### src/rtl/tmr_pkg.sv
package tmr_pkg;

  // Word index of the registers (addr[3:2]); software depends on this order.
  typedef enum logic [1:0] {
    SEL_RELOAD = 2'd0,
    SEL_COUNT  = 2'd1,
    SEL_CTRL   = 2'd2,
    SEL_STATUS = 2'd3
  } reg_sel_e;

  // Bit positions inside the control word.
  localparam int CTRL_EN_BIT  = 0;
  localparam int CTRL_REL_BIT = 1;
  localparam int CTRL_DIV_LSB = 8;

  // Private interrupt line numbers for the two instance kinds.
  localparam logic [4:0] LINE_TIMER = 5'd29;
  localparam logic [4:0] LINE_WDOG  = 5'd30;

  // Line number selected by the kind bit of the instance identity.
  function automatic logic [4:0] line_of_kind(input logic kind);
    return kind ? LINE_WDOG : LINE_TIMER;
  endfunction

endpackage

### src/rtl/tmr_regs.sv
module tmr_regs
  import tmr_pkg::*;
#(
  parameter int CNT_W  = 32,
  parameter int PRE_W  = 8,
  parameter int ADDR_W = 6
) (
  input  logic              clk,
  input  logic              rst_n,
  input  logic              wr_en,
  input  logic [ADDR_W-1:0] addr,
  input  logic [CNT_W-1:0]  wdata,
  input  logic [CNT_W-1:0]  cnt_q,
  input  logic              status_q,
  output logic [CNT_W-1:0]  reload_q,
  output logic              en_q,
  output logic              rel_q,
  output logic [PRE_W-1:0]  div_q,
  output logic              wr_reload,
  output logic              wr_count,
  output logic              wr_ctrl,
  output logic              wr_status,
  output logic              en_rise,
  output logic [CNT_W-1:0]  rdata
);

  logic     upper_zero;
  logic     hit;
  reg_sel_e sel;

  // Upper offset bits must be zero for a register hit; only exists when wider than 4.
  generate
    if (ADDR_W > 4) begin : g_upper
      assign upper_zero = (addr[ADDR_W-1:4] == '0);
    end else begin : g_noupper
      assign upper_zero = 1'b1;
    end
  endgenerate

  assign hit = upper_zero && (addr[1:0] == 2'b00);
  assign sel = reg_sel_e'(addr[3:2]);

  assign wr_reload = wr_en && hit && (sel == SEL_RELOAD);
  assign wr_count  = wr_en && hit && (sel == SEL_COUNT);
  assign wr_ctrl   = wr_en && hit && (sel == SEL_CTRL);
  assign wr_status = wr_en && hit && (sel == SEL_STATUS);
  assign en_rise   = wr_ctrl && wdata[CTRL_EN_BIT] && !en_q;

  always_ff @(posedge clk) begin
    if (!rst_n) begin
      reload_q <= '0;
      en_q     <= 1'b0;
      rel_q    <= 1'b0;
      div_q    <= '0;
    end else begin
      if (wr_reload) reload_q <= wdata;
      if (wr_ctrl) begin
        en_q  <= wdata[CTRL_EN_BIT];
        rel_q <= wdata[CTRL_REL_BIT];
        div_q <= wdata[CTRL_DIV_LSB +: PRE_W];
      end
    end
  end

  // Control word as seen by software: unused bits read zero.
  function automatic logic [CNT_W-1:0] pack_ctrl(input logic en, input logic rel,
                                                 input logic [PRE_W-1:0] dv);
    logic [CNT_W-1:0] w;
    w = '0;
    w[CTRL_EN_BIT]           = en;
    w[CTRL_REL_BIT]          = rel;
    w[CTRL_DIV_LSB +: PRE_W] = dv;
    return w;
  endfunction

  always_comb begin
    rdata = '0;
    if (hit) begin
      unique case (sel)
        SEL_RELOAD: rdata = reload_q;
        SEL_COUNT:  rdata = cnt_q;
        SEL_CTRL:   rdata = pack_ctrl(en_q, rel_q, div_q);
        SEL_STATUS: rdata = {{(CNT_W-1){1'b0}}, status_q};
        default:    rdata = '0;
      endcase
    end
  end

endmodule

### src/rtl/tmr_prescale.sv
module tmr_prescale #(
  parameter int PRE_W = 8
) (
  input  logic             clk,
  input  logic             rst_n,
  input  logic             run,
  input  logic             restart,
  input  logic [PRE_W-1:0] div,
  output logic             tick
);

  logic [PRE_W-1:0] phase_q;
  logic             at_end;

  // ">=" keeps the phase bounded if the divider is lowered mid-count.
  assign at_end = (phase_q >= div);
  assign tick   = run && !restart && at_end;

  always_ff @(posedge clk) begin
    if (!rst_n) begin
      phase_q <= '0;
    end else if (restart || !run || at_end) begin
      phase_q <= '0;
    end else begin
      phase_q <= phase_q + 1'b1;
    end
  end

endmodule

### src/rtl/tmr_count.sv
module tmr_count #(
  parameter int CNT_W = 32
) (
  input  logic             clk,
  input  logic             rst_n,
  input  logic             tick,
  input  logic             wr_reload,
  input  logic             wr_count,
  input  logic             wr_status,
  input  logic             en_rise,
  input  logic [CNT_W-1:0] wdata,
  input  logic [CNT_W-1:0] reload_q,
  input  logic             rel_q,
  output logic [CNT_W-1:0] cnt_q,
  output logic             status_q,
  output logic             exp_evt
);

  // One decrement step; the last step refills or parks at zero.
  function automatic logic [CNT_W-1:0] step_count(input logic [CNT_W-1:0] c,
                                                  input logic [CNT_W-1:0] rv,
                                                  input logic rel);
    if (c == CNT_W'(1)) return rel ? rv : '0;
    return c - CNT_W'(1);
  endfunction

  logic direct_load;
  logic prime_load;

  assign direct_load = wr_reload || wr_count;
  // Enable edge with an empty count and refill requested in the same write.
  assign prime_load  = en_rise && (cnt_q == '0) && wdata[1];
  assign exp_evt     = tick && !direct_load && (cnt_q == CNT_W'(1));

  always_ff @(posedge clk) begin
    if (!rst_n) begin
      cnt_q <= '0;
    end else if (direct_load) begin
      cnt_q <= wdata;
    end else if (prime_load) begin
      cnt_q <= reload_q;
    end else if (tick) begin
      cnt_q <= step_count(cnt_q, reload_q, rel_q);
    end
  end

  // Setting beats clearing so a coincident expiry is not lost.
  always_ff @(posedge clk) begin
    if (!rst_n) begin
      status_q <= 1'b0;
    end else if (exp_evt) begin
      status_q <= 1'b1;
    end else if (wr_status && wdata[0]) begin
      status_q <= 1'b0;
    end
  end

endmodule

### src/rtl/tmr_irq_edge.sv
module tmr_irq_edge #(
  parameter int STAT_W = 1
) (
  input  logic              clk,
  input  logic              rst_n,
  input  logic [STAT_W-1:0] status_q,
  output logic              irq_pulse
);

  logic [STAT_W-1:0] seen_q;

  always_ff @(posedge clk) begin
    if (!rst_n) seen_q <= '0;
    else        seen_q <= status_q;
  end

  // Request only on bits newly risen since the last cycle.
  assign irq_pulse = |(status_q & ~seen_q);

endmodule

### src/rtl/cpu_priv_timer.sv
module cpu_priv_timer
  import tmr_pkg::*;
#(
  parameter int CNT_W  = 32,
  parameter int PRE_W  = 8,
  parameter int ADDR_W = 6,
  parameter int CPU_W  = 2,
  parameter logic [CPU_W:0] INST_ID = '0
) (
  input  logic              clk,
  input  logic              rst_n,
  input  logic              wr_en,
  input  logic [ADDR_W-1:0] addr,
  input  logic [CNT_W-1:0]  wdata,
  output logic [CNT_W-1:0]  rdata,
  output logic              irq_pulse,
  output logic [CPU_W-1:0]  irq_cpu,
  output logic [4:0]        irq_line
);

  logic [CNT_W-1:0] reload_q;
  logic [CNT_W-1:0] cnt_q;
  logic [PRE_W-1:0] div_q;
  logic en_q, rel_q, status_q;
  logic wr_reload, wr_count, wr_ctrl, wr_status, en_rise;
  logic tick, exp_evt, run, restart, stat_clr;

  assign run      = en_q && (cnt_q != '0);
  assign restart  = wr_reload || wr_count || en_rise;
  assign stat_clr = wr_status && wdata[0];

  tmr_regs #(.CNT_W(CNT_W), .PRE_W(PRE_W), .ADDR_W(ADDR_W)) u_regs (
    .clk(clk), .rst_n(rst_n), .wr_en(wr_en), .addr(addr), .wdata(wdata),
    .cnt_q(cnt_q), .status_q(status_q), .reload_q(reload_q), .en_q(en_q),
    .rel_q(rel_q), .div_q(div_q), .wr_reload(wr_reload), .wr_count(wr_count),
    .wr_ctrl(wr_ctrl), .wr_status(wr_status), .en_rise(en_rise), .rdata(rdata)
  );

  tmr_prescale #(.PRE_W(PRE_W)) u_div (
    .clk(clk), .rst_n(rst_n), .run(run), .restart(restart), .div(div_q), .tick(tick)
  );

  tmr_count #(.CNT_W(CNT_W)) u_cnt (
    .clk(clk), .rst_n(rst_n), .tick(tick), .wr_reload(wr_reload),
    .wr_count(wr_count), .wr_status(wr_status), .en_rise(en_rise),
    .wdata(wdata), .reload_q(reload_q), .rel_q(rel_q), .cnt_q(cnt_q),
    .status_q(status_q), .exp_evt(exp_evt)
  );

  tmr_irq_edge #(.STAT_W(1)) u_irq (
    .clk(clk), .rst_n(rst_n), .status_q(status_q), .irq_pulse(irq_pulse)
  );

  assign irq_cpu  = INST_ID[CPU_W:1];
  assign irq_line = line_of_kind(INST_ID[0]);

endmodule

### config.mk
export PLATFORM = sky130hd
export DESIGN_NAME = cpu_priv_timer
export DESIGN_NICKNAME = d
export VERILOG_FILES = /design/src/rtl/tmr_pkg.sv /design/src/rtl/tmr_regs.sv /design/src/rtl/tmr_prescale.sv /design/src/rtl/tmr_count.sv /design/src/rtl/tmr_irq_edge.sv /design/src/rtl/cpu_priv_timer.sv
export SDC_FILE = /design/constraint.sdc
export NUM_CORES = 1
export LEC_CHECK = 0
export ABC_AREA = 1
export BUFFER_PORTS_ARGS = -buffer_cell sky130_fd_sc_hd__buf_4
export CAP_MARGIN = 20
export CORE_ASPECT_RATIO = 1.2
export CORE_UTILIZATION = 58
export CTS_CLUSTER_SIZE = 12
export DETAILED_ROUTE_END_ITERATION = 10
export PLACE_DENSITY = 0.91
export SLEW_MARGIN = 20
export SYNTH_ARGS = -nofsm -noshare
export SYNTH_HDL_FRONTEND = slang
export SYNTH_SLANG_ARGS = --single-unit
export TNS_END_PERCENT = 1
### constraint.sdc
create_clock -name clk -period 2.1 [get_ports clk]
set_input_delay 0.42 -clock clk [delete_from_list [all_inputs] [get_ports clk]]
set_output_delay 0.42 -clock clk [all_outputs]
set_load 0.01 [all_outputs]
# [Word level (Yosys, flattened, before mapping)]
# Cells that the tools add are included.
[word_totals] register_bits=84 input_bits=41 elab_cells=65
[op_classes] addsub=2 order_cmp=1 eq_ne=4 mux=15 n_bitwise=3 n_reduce_logical=32
[op_table] op="32-bit 2-to-1 mux" count=7
[op_table] op="32-bit one-hot mux with 4 select lines" count=1
[op_table] op="32-bit by 1-bit equality test with 1-bit output (second input constant)" count=1
[op_table] op="32-bit logical NOT" count=1
[op_table] op="32-bit nonzero test" count=1
[op_table] op="32-bit by 1-bit subtractor with 32-bit output (second input constant)" count=1
[op_table] op="1-bit logical AND" count=16
[op_table] op="8-bit by 1-bit adder with 8-bit output (second input constant)" count=1
[op_table] op="8-bit greater-or-equal comparator" count=1
[op_table] op="1-bit 2-to-1 mux" count=7
[op_table] op="2-bit logical NOT" count=3
[op_table] op="2-bit equality test (second input constant)" count=2
[op_table] op="1-bit logical NOT" count=4
[op_table] op="1-bit logical OR" count=4
[op_table] op="3-bit nonzero test" count=1
[op_table] op="2-bit by 1-bit equality test with 1-bit output (second input constant)" count=1
[op_table] op="1-bit NOT" count=2
[op_table] op="2-bit nonzero test" count=1
[op_table] op="2-bit OR reduction" count=1
[op_table] op="1-bit AND" count=1

# [Logic depth before layout (Yosys ltp)]
# Gate-level depths: netlist of run 1.
[depth] word_depth=18 ltp_mapped=15 ltp_nobuf=14

# [Hierarchy]
# From an unflattened synthesis of run 1, not the netlist that was laid out.
[unflattened] cells_unflattened=1023 hier_area_um2=6015.8
[modules_own_cells] module="tmr_count" n_inst=1 cells_each=528 area_each_um2=2886.5 seq_area_each_um2=660.6
[modules_own_cells] module="tmr_regs" n_inst=1 cells_each=367 area_each_um2=2307.2 seq_area_each_um2=840.8
[modules_own_cells] module="tmr_prescale" n_inst=1 cells_each=80 area_each_um2=594.3 seq_area_each_um2=160.2
[modules_own_cells] module="cpu_priv_timer" n_inst=1 cells_each=43 area_each_um2=190.2 seq_area_each_um2=0.0
[modules_own_cells] module="tmr_irq_edge" n_inst=1 cells_each=5 area_each_um2=37.5 seq_area_each_um2=20.0

# [Least setup slack after synthesis of run 1]
# Ideal clock, no wire load.
[synth_timing] kind="reg2reg" startpoint="register u_cnt.cnt_q[0]" endpoint="register u_cnt.cnt_q[28]" t_arrival_ns=1.707 setup_slack_ns=0.271 stages_incl_launch_ff=12 n_path_buf=1 cell_sequence="dfxtp_1 > inv_1 > ha_1 > nand2_1 > nor2_1 > nand3_2 > nor2_4 > a21oi_2 > nand2_4 > buf_2 > o21ai_0 > a21oi_2"
[synth_via] elab_chain_cells=10
[synth_rtl] item="start, declared" line_no="tmr_count.sv:14" text="output logic [CNT_W-1:0] cnt_q,"
[synth_rtl] item="start signal, assigned" line_no="tmr_count.sv:39" text="cnt_q <= wdata;"
[synth_rtl] item="start signal, assigned" line_no="tmr_count.sv:41" text="cnt_q <= reload_q;"
[synth_rtl] item="start signal, assigned" line_no="tmr_count.sv:43" text="cnt_q <= step_count(cnt_q, reload_q, rel_q);"
[synth_rtl] item="32-bit by 1-bit equality test with 1-bit output" line_no="tmr_count.sv:23" text="if (c == CNT_W'(1)) return rel ? rv : '0;"
[synth_rtl] item="1-bit 2-to-1 mux" line_no="tmr_count.sv:23"
[synth_rtl] item="1-bit 2-to-1 mux" line_no="tmr_count.sv:42" text="end else if (tick) begin"
[synth_rtl] item="1-bit 2-to-1 mux" line_no="tmr_count.sv:40" text="end else if (prime_load) begin"
[synth_rtl] item="1-bit 2-to-1 mux" line_no="tmr_count.sv:38" text="end else if (direct_load) begin"
[synth_rtl] item="1-bit 2-to-1 mux" line_no="tmr_count.sv:36" text="if (!rst_n) begin"
[synth_rtl] item="32-bit 2-to-1 mux" line_no="tmr_count.sv:24" text="return c - CNT_W'(1);"
[synth_rtl] item="32-bit 2-to-1 mux" line_no="tmr_count.sv:42"
[synth_rtl] item="32-bit 2-to-1 mux" line_no="tmr_count.sv:40"
[synth_rtl] item="32-bit 2-to-1 mux" line_no="tmr_count.sv:38"
# Parallel ways exist; a longest one is shown, timed or not. The select of a mux whose other input is x is not followed.
# A chain may end at the register's enable or synchronous reset.

# [Worst setup path in the final report of run 1]
[layout_timing] startpoint="register u_cnt.cnt_q[1]" endpoint="register u_cnt.cnt_q[11]"
# Same word-level chain as after synthesis.

==> impl_metrics.yaml, run 1 <==
global_routing:
  use_met2_pct: 56.3
  grt_use_met3_pct: 4.89
  met1_usage_pct: 39.9
  grt_max_degree: 51
  globalRoute.busiestLayer: "met2"
  grt_pass1_wl_mm: 27.1
  antenna_found_initial: 0
  grt_pass1_vias: 5839
  grt_usage_pct: 32.8
  grt-ovfl-total: 0
timing:
  rsz0062_at_grt: "true"
  relSlewSlack_pct: 55.0
  setup_violations: 0
  worst_slack_ps: 81.6
  hold_violations: 0
  finClkSkew_ps: 7.12
  tightestPinTransition_ps: 674
  max_freq_ghz: 0.495
  whs_ps: 306
  finalCriticalPeriod_ps: 2020
  drv_slew: 0
  fin_crit_sh_pct: 96.1
setup_path:
  worstSetupStartpointType: "register"
  cp.required_ps: 2390
  worstSetupEndpointType: "register"
  cp_num_buf_inv: 3
  crit_path_frequent_cell: "nand2_1"
  worstSetupPathType: "register to register"
  slowest_delay_ps: 340
  cp_top_family: "simple AND/OR/NAND/NOR gates"
  r2r-end: "u_cnt.cnt_q[11]$_SDFFE_PN0P_"
  crit_arrival_ps: 2310
  worst-path-stages: 15
  r2r_start: "u_cnt.cnt_q[1]$_SDFFE_PN0P_"
  critPathMaxFanout: 16
  cp-startpoint: "u_cnt.cnt_q[1]$_SDFFE_PN0P_"
  cp_slowest_cell: "dfxtp_1"
  regToRegSetupSlack_ps: 80
  cp_cell_sequence: "inv_1 > ha_2 > nand2_1 > nor2_4 > nand3_2 > nor2_4 > nand2_1 > nand2_2 > buf_12 > nand2_1 > o21ai_0 > nand2_1 > nand3_1 > nand2_1 > inv_1"
  r2r_cells: 15
drt:
  vias: 6229
  wl_per_cell_um: 14.7
  drt-initial-drc-count: 450
  drc: 0
  vias_per_cell: 5.55
  ant_nets: 0
  routed_wl_mm: 16.5
  first_pass_iters: 5
status:
  status: "finished clean"
floorplan:
  io_pins: 81
  die_area_sq_um: 10200
  initial_core_util_pct: 59.8
  num_rows: 39
  die_y_um: 110
  die_x_um: 92.4
  core_area_sq_um: 9520
placement:
  dpl-instance-area_sq_um: 6590
  dpl.hpwl_mm: 11.7
  io_buffers: 73
  gp_congestion: 0.996
  place_ws_ps: -6.35
clock_tree:
  cts_setup_buffers: 0
  ctsRootBufferMaster: "clkbuf_16"
  cts_tree: "done"
  cts_buffer_depth: 2
  clk_pin_slew_ps: 60
  clock-sinks: 84
  clk_latency_ps: 340
  numCtsBuffers: 9
  cts.htree.levels: 3
cells_and_area:
  utilization_pct: 72.7
  ff_latch_area_sq_um: 1680
  antenna_cells_inserted: 0
  finalInstanceArea_sq_um: 6910
  area_growth_pct: 21.5
  multi_input_area_sq_um: 3420
  final_nets: 1049
  layout-drive-gt1-share_pct: 19.8
  fillCellCount: 774
yosys:
  ys_seq_area_share_pct: 29.6
  synth_top_family_by_area: "simple AND/OR/NAND/NOR gates"
  muxShareOfSynthArea_pct: 0
  synth_seq_cells: 84
  synth.area.top_cells: "dfxtp_1, nand2_1, nor2_1"
  netlist_instances: 910
  yosysTopAreaCellShare_pct: 29.6
  synthAdderAreaFrac_pct: 2.42
  yosys.area.top_type: "dfxtp_1"
  ys_warn_count: 0
  synth_compound_area_share_pct: 19.3
  synth-simple-area-share_pct: 34.8
  yosysUniqueCellTypes: 38
  synth_xor_area_share_pct: 2.77
  synth_area_sq_um: 5690
  avgSynthCellArea_sq_um: 6.25
min_path:
  whs_path_depth: 3
  hold_start: "wdata[29]"
  min_path_type: "input pin to register"
  min_delay_worst_endpoint: "u_regs.reload_q[29]$_SDFFE_PN0P_"
power:
  p_leak_nw: 3.21
  p_total_mw: 3.97
  ir_drop_mv: 0.389
  p_per_area_nw_per_um2: 574
flow_run:
  maxCapViolCount: 0
## worst max-delay path by stage
stage / end / slack (ps)
after detailed placement: u_cnt.cnt_q[28]$_SDFFE_PN0P_ / -6
final: u_cnt.cnt_q[11]$_SDFFE_PN0P_ / 80
after global routing: u_cnt.cnt_q[11]$_SDFFE_PN0P_ / -70
after CTS: rdata[1] / 30
after global placement: u_cnt.cnt_q[5]$_SDFFE_PN0P_ / 120
after floorplan: u_cnt.cnt_q[28]$_SDFFE_PN0P_ / 270
## cell families after synthesis
group	Yosys count
DFF	84
and+or+nand+nor	450
AOI/OAI and AO/OA	198
adders and majority gates	11
xor gates and xnor gates	18
buffers and inverters	147
other	2
## repair_timing
action | 4_1_cts | 5_1_grt
endpoints found under the hold margin | 0 | 0
resized for setup | 0 | 7
hold buffers | 0 | 0
setup endpoints to repair | 0 | 38
## power breakdown
part	switching (mW)	leakage (nW)	internal, mW
Clock	0.623	0.140	0.881
Combinational	0.510	2.39	0.329
Sequential	0.0158	0.677	1.61
Total	1.15	3.21	2.82
## cell usage in the layout, fill, tap and decap left out, types with 2 or more instances in the layout
cell type	instances
a211oi_1	4
a21oi_2	16
o21bai_1	4
nand3_1	69
nand3_2	2
xor2_1	11
dfxtp_1	84
o221ai_1	2
a21oi_1	78
nand4_1	8
clkbuf_16	10
o22ai_1	7
inv_1	94
nand2_2	6
buf_12	8
conb_1	7
nand2_4	4
nor3_1	4
nor2_2	9
nor2_4	8
inv_2	5
nor2_1	106
xnor2_1	7
clkbuf_8	3
nand2_1	219
or2_2	12
o21ai_1	15
buf_4	109
ha_1	10
o21ai_0	69
clkinv_2	2
## tightest hold or removal path: stages
cell and delay (ps):
buf_4 80, nor2_1 30, nor2_1 80
## state kept, by name (all words and copies together), names as in the netlist
| name | cells |
|---|---|
| u_cnt.status_q | 1 |
| u_cnt.cnt_q | 32 |
| u_irq.seen_q | 1 |
| u_regs.en_q | 1 |
| u_regs.div_q | 8 |
| u_regs.reload_q | 32 |
| u_div.phase_q | 8 |
| u_regs.rel_q | 1 |
## per-layer routing
| metal | part of all wire (%) | up-vias |
|---|---|---|
| met4 | 3.0 | 0 |
| met3 | 6.6 | 48 |
| met1 | 40 | 2809 |
| met2 | 50 | 280 |
| li1 | - | 3092 |
| met5 | 0 | - |
## synthesized netlist by cell type (all sizes together)
cell type and instances:
xor2 11, clkbuf 22, ha 11, nand2 229, o21bai 4, clkinv 1
a21oi 94, inv 99, dfxtp 84, o21ai 84, o31ai 1, nand4 8
nor2 123, a211oi 5, o221ai 2, o22ai 7, or2 13, o21a 1
nor3 5, buf 25, nand3 72, xnor2 7, conb 2
## cell type report
| class | instances | share of cell area [%] |
|---|---|---|
| Tap cell | 123 | 2.23 |
| Timing Repair Buffer | 118 | 14.5 |
| Sequential cell | 84 | 24.3 |
| Clock buffer | 12 | 3.85 |
| Inverter | 100 | 5.43 |
| Clock inverter | 2 | 0.145 |
| Multi-Input combinational cell | 684 | 49.5 |
## through the flow
step / std cells / TNS, ps
after global routing: 1123 / -86.9
after global placement: 1108 / 0
after CTS: 1122 / 0
after detailed placement: 1108 / -6.35
after floorplan: 915 / 0
final: 1123 / 0
Power figures use the tool's default switching activity.
==> inputs of run 2 (changes only) <==
--- a/config.mk
+++ b/config.mk
@@ -6,5 +6,4 @@
 export NUM_CORES = 1
 export LEC_CHECK = 0
-export ABC_AREA = 1
 export BUFFER_PORTS_ARGS = -buffer_cell sky130_fd_sc_hd__buf_4
 export CAP_MARGIN = 20
@@ -13,5 +12,5 @@
 export CTS_CLUSTER_SIZE = 12
 export DETAILED_ROUTE_END_ITERATION = 10
-export PLACE_DENSITY = 0.91
+export PLACE_DENSITY = 0.81
 export SLEW_MARGIN = 20
 export SYNTH_ARGS = -nofsm -noshare
==> constraint.sdc (replaced) <==
create_clock -name clk -period 2.1 [get_ports clk]
set_input_delay 0.315 -clock clk [delete_from_list [all_inputs] [get_ports clk]]
set_output_delay 0.315 -clock clk [all_outputs]
set_load 0.01 [all_outputs]
==> run 2 against run 1 <==
The run now ends with setup timing left. Count of clock-buffer cells in the layout is 3 lower. Register-to-register slack worse by 460 ps. Sequential power hardly changed. Synthesized area is 8.3% lower. First-iteration DRC count is 12% higher. Total power is 4.0% lower. Sequential cell count stayed put. Via count is 5.6% lower. Routed wire length is 3.4% higher. Setup slack worse by 460 ps. Final cell count is 16% lower. Critical path type unchanged. Highest routed layer unchanged.
==> impl_metrics.yaml, run 2 <==
cells_and_area:
  final_nets: 878
  mostFrequentLayoutCells: "buf_4, nor2_1, nand2_1, dfxtp_1, a21oi_1"
  utilization_pct: 80.6
  antenna_cells_inserted: 0
  final_common_cell: "buf_4"
  fillCellCount: 610
  layout-drive-gt1-share_pct: 30.8
  area_growth_pct: 33.8
  top_regs: "u_cnt.cnt_q (32), u_regs.reload_q (32)"
  instances_no_fill: 948
floorplan:
  num_rows: 37
  die_y_um: 106
  io_pins: 81
  die_area_sq_um: 9380
  die_x_um: 88.6
  initial_core_util_pct: 60.3
  core_area_sq_um: 8660
timing:
  setup_violations: 57
  finClkSkew_ps: 10.5
  finalCriticalPeriod_ps: 2470
  worst_slack_ps: -373
  tns_ps: -9830
  whs_ps: 182
  rsz0062_at_grt: "true"
  max_freq_ghz: 0.404
  hold_violations: 0
  drv_slew: 0
  fin_crit_sh_pct: 118
yosys:
  netlist_instances: 681
  synth_edf_count: 0
  synth-main-ff-cell: "dfxtp_1"
  yosysTopAreaCellShare_pct: 32.2
  yosysUniqueCellTypes: 66
  synth_seq_cells: 84
  ys_seq_area_share_pct: 32.2
  yosysMostFrequentCell: "nor2_1"
  synthTopCellsByCount: "nor2_1, nand2_1, dfxtp_1"
  synth_area_sq_um: 5220
  yosys.area.top_type: "dfxtp_1"
  avgSynthCellArea_sq_um: 7.66
  synth.area.top_cells: "dfxtp_1, nor2_1, a21oi_1"
  ys_async_sr_fraction_pct: 0
  ys_warn_count: 0
drt:
  routed_wl_mm: 17.1
  vias_per_cell: 6.20
  drc: 0
  vias: 5882
  first_pass_iters: 5
  ant_nets: 0
  wl_per_cell_um: 18.0
  drt-initial-drc-count: 506
setup_path:
  r2r_start: "u_cnt.cnt_q[26]$_SDFFE_PN0P_"
  regToRegSetupSlack_ps: -370
  slowest_delay_ps: 550
  worstSetupPathType: "register to register"
  worstSetupEndpointType: "register"
  cp_cell_sequence: "or4_4 > or3_4 > nor4b_4 > buf_12 > buf_8 > buf_4 > o21ai_0 > a21oi_1 > o2bb2ai_1"
  cp_num_buf_inv: 3
  critPathMaxFanout: 8
  crit_arrival_ps: 2750
  r2r_cells: 9
  cp_top_family: "simple AND/OR/NAND/NOR gates"
  worstSetupStartpointType: "register"
  r2r-end: "u_cnt.cnt_q[13]$_SDFFE_PN0P_"
  cp.required_ps: 2380
  cp_slowest_cell: "or4_4"
clock_tree:
  clk_latency_ps: 380
  clk_pin_slew_ps: 90
  cts_buffer_depth: 2
  numCtsBuffers: 9
  cts.htree.levels: 3
  cts_tree: "done"
  clock-sinks: 84
  ctsRootBufferMaster: "clkbuf_8"
  ctsHoldBuffers: 0
power:
  p_per_area_nw_per_um2: 545
  p_leak_nw: 2.91
  ir_drop_mv: 0.475
  p_total_mw: 3.81
status:
  status: "finished with violations"
  violations: "setup timing"
min_path:
  whs_path_depth: 3
  min_path_type: "input pin to register"
  hold_start: "wdata[13]"
  min_delay_worst_endpoint: "u_regs.div_q[5]$_SDFFE_PN0N_"
global_routing:
  grt_max_degree: 38
  grt_usage_pct: 38.1
  grt-ovfl-total: 0
  antenna_found_initial: 0
  grt_pass1_vias: 5891
  grt_pass1_wl_mm: 27.4
placement:
  dpl.hpwl_mm: 12.1
  io_buffers: 73
  dp.cells: 923
  gp_congestion: 0.931
flow_run:
  maxCapViolCount: 0
==> run 2: cell types whose count changed in the layout (fill, tap and decap cells not counted), moves of 14 or more <==
cell	delta
buf_4	+64
inv_1	-81
mux2i_1	+33
nand2_1	-130
nand3_1	-57
nor2_1	-14
o211ai_1	+18
o21ai_0	-59
==> run 2: worst max path at each step <==
stage	from	to	slack, ps	cells after the start
after detailed placement	addr[5]	u_cnt.cnt_q[21]$_SDFFE_PN0P_	-450	8
after global placement	u_cnt.cnt_q[29]$_SDFFE_PN0P_	u_cnt.cnt_q[27]$_SDFFE_PN0P_	-350	8
after CTS	u_cnt.cnt_q[26]$_SDFFE_PN0P_	u_cnt.cnt_q[9]$_SDFFE_PN0P_	-360	8
after floorplan	u_cnt.cnt_q[29]$_SDFFE_PN0P_	u_cnt.cnt_q[14]$_SDFFE_PN0P_	-240	8
after global routing	u_cnt.cnt_q[26]$_SDFFE_PN0P_	u_cnt.cnt_q[10]$_SDFFE_PN0P_	-430	9
final	u_cnt.cnt_q[26]$_SDFFE_PN0P_	u_cnt.cnt_q[13]$_SDFFE_PN0P_	-370	9
==> run 2: timing repair <==
item / in CTS / in global routing
buffers inserted: 9 / 1
resized for setup: 16 / 29
endpoints found under the setup margin: 63 / 64
pin swaps: 18 / 9
gates cloned: 0 / 0
==> run 2: final cells by class <==
| class | count | area, sq um | area share, % |
|---|---|---|---|
| Clock inverter | 7 | 83.8 | 1.20 |
| Timing Repair Buffer | 189 | 1540 | 22.0 |
| Inverter | 15 | 58.8 | 0.842 |
| Tap cell | 117 | 146 | 2.10 |
| Sequential cell | 84 | 1690 | 24.1 |
| Multi-Input combinational cell | 527 | 3340 | 47.9 |
| Clock buffer | 9 | 124 | 1.77 |
==> run 2: report_power, final <==
group / switching (mW) / internal (mW)
sequential: 0.0130 / 1.61
clock: 0.689 / 0.571
combinational: 0.485 / 0.443
==> run 2: layer usage <==
layer  share of wire (%)  vias to the layer above  routed length [um]  track usage [%]
met3                 6.3                       77                1080             8.77
met2                  51                      294                8670             65.1
li1                    -                     2697                   -                -
met5                   0                        -                   0                0
met4                 3.6                        0                 623             19.5
met1                  39                     2814                6700             43.5
==> run 2: cell families (layout without fill, tap and decap cells) <==
family / count (synthesis) / after routing / share of synthesized area (%)
other: 2 / 7 / 0.144
xor gates and xnor gates: 29 / 29 / 4.87
AOI/OAI and AO/OA: 177 / 177 / 22.2
and+or+nand+nor: 269 / 269 / 24.7
buffers and inverters: 75 / 220 / 6.50
DFF: 84 / 84 / 32.2
adders and majority gates: 11 / 11 / 2.64
muxes: 34 / 34 / 6.76
==> run 2: worst register-to-register path, delay by kind of cell (launching register included) <==
family                 cells  cell delay, ps
and+or+nand+nor            3            1280
buffers and inverters      3             420
AOI/OAI and AO/OA          3             360
DFF                        1             330
==> run 2: through the flow <==
step	setup slack (ps)	instance area, sq um
3_3_place_gp	-354	6550
2_1_floorplan	-236	5260
3_5_place_dp	-446	6550
6_report	-373	6980
5_1_grt	-429	6980
4_1_cts	-361	6860
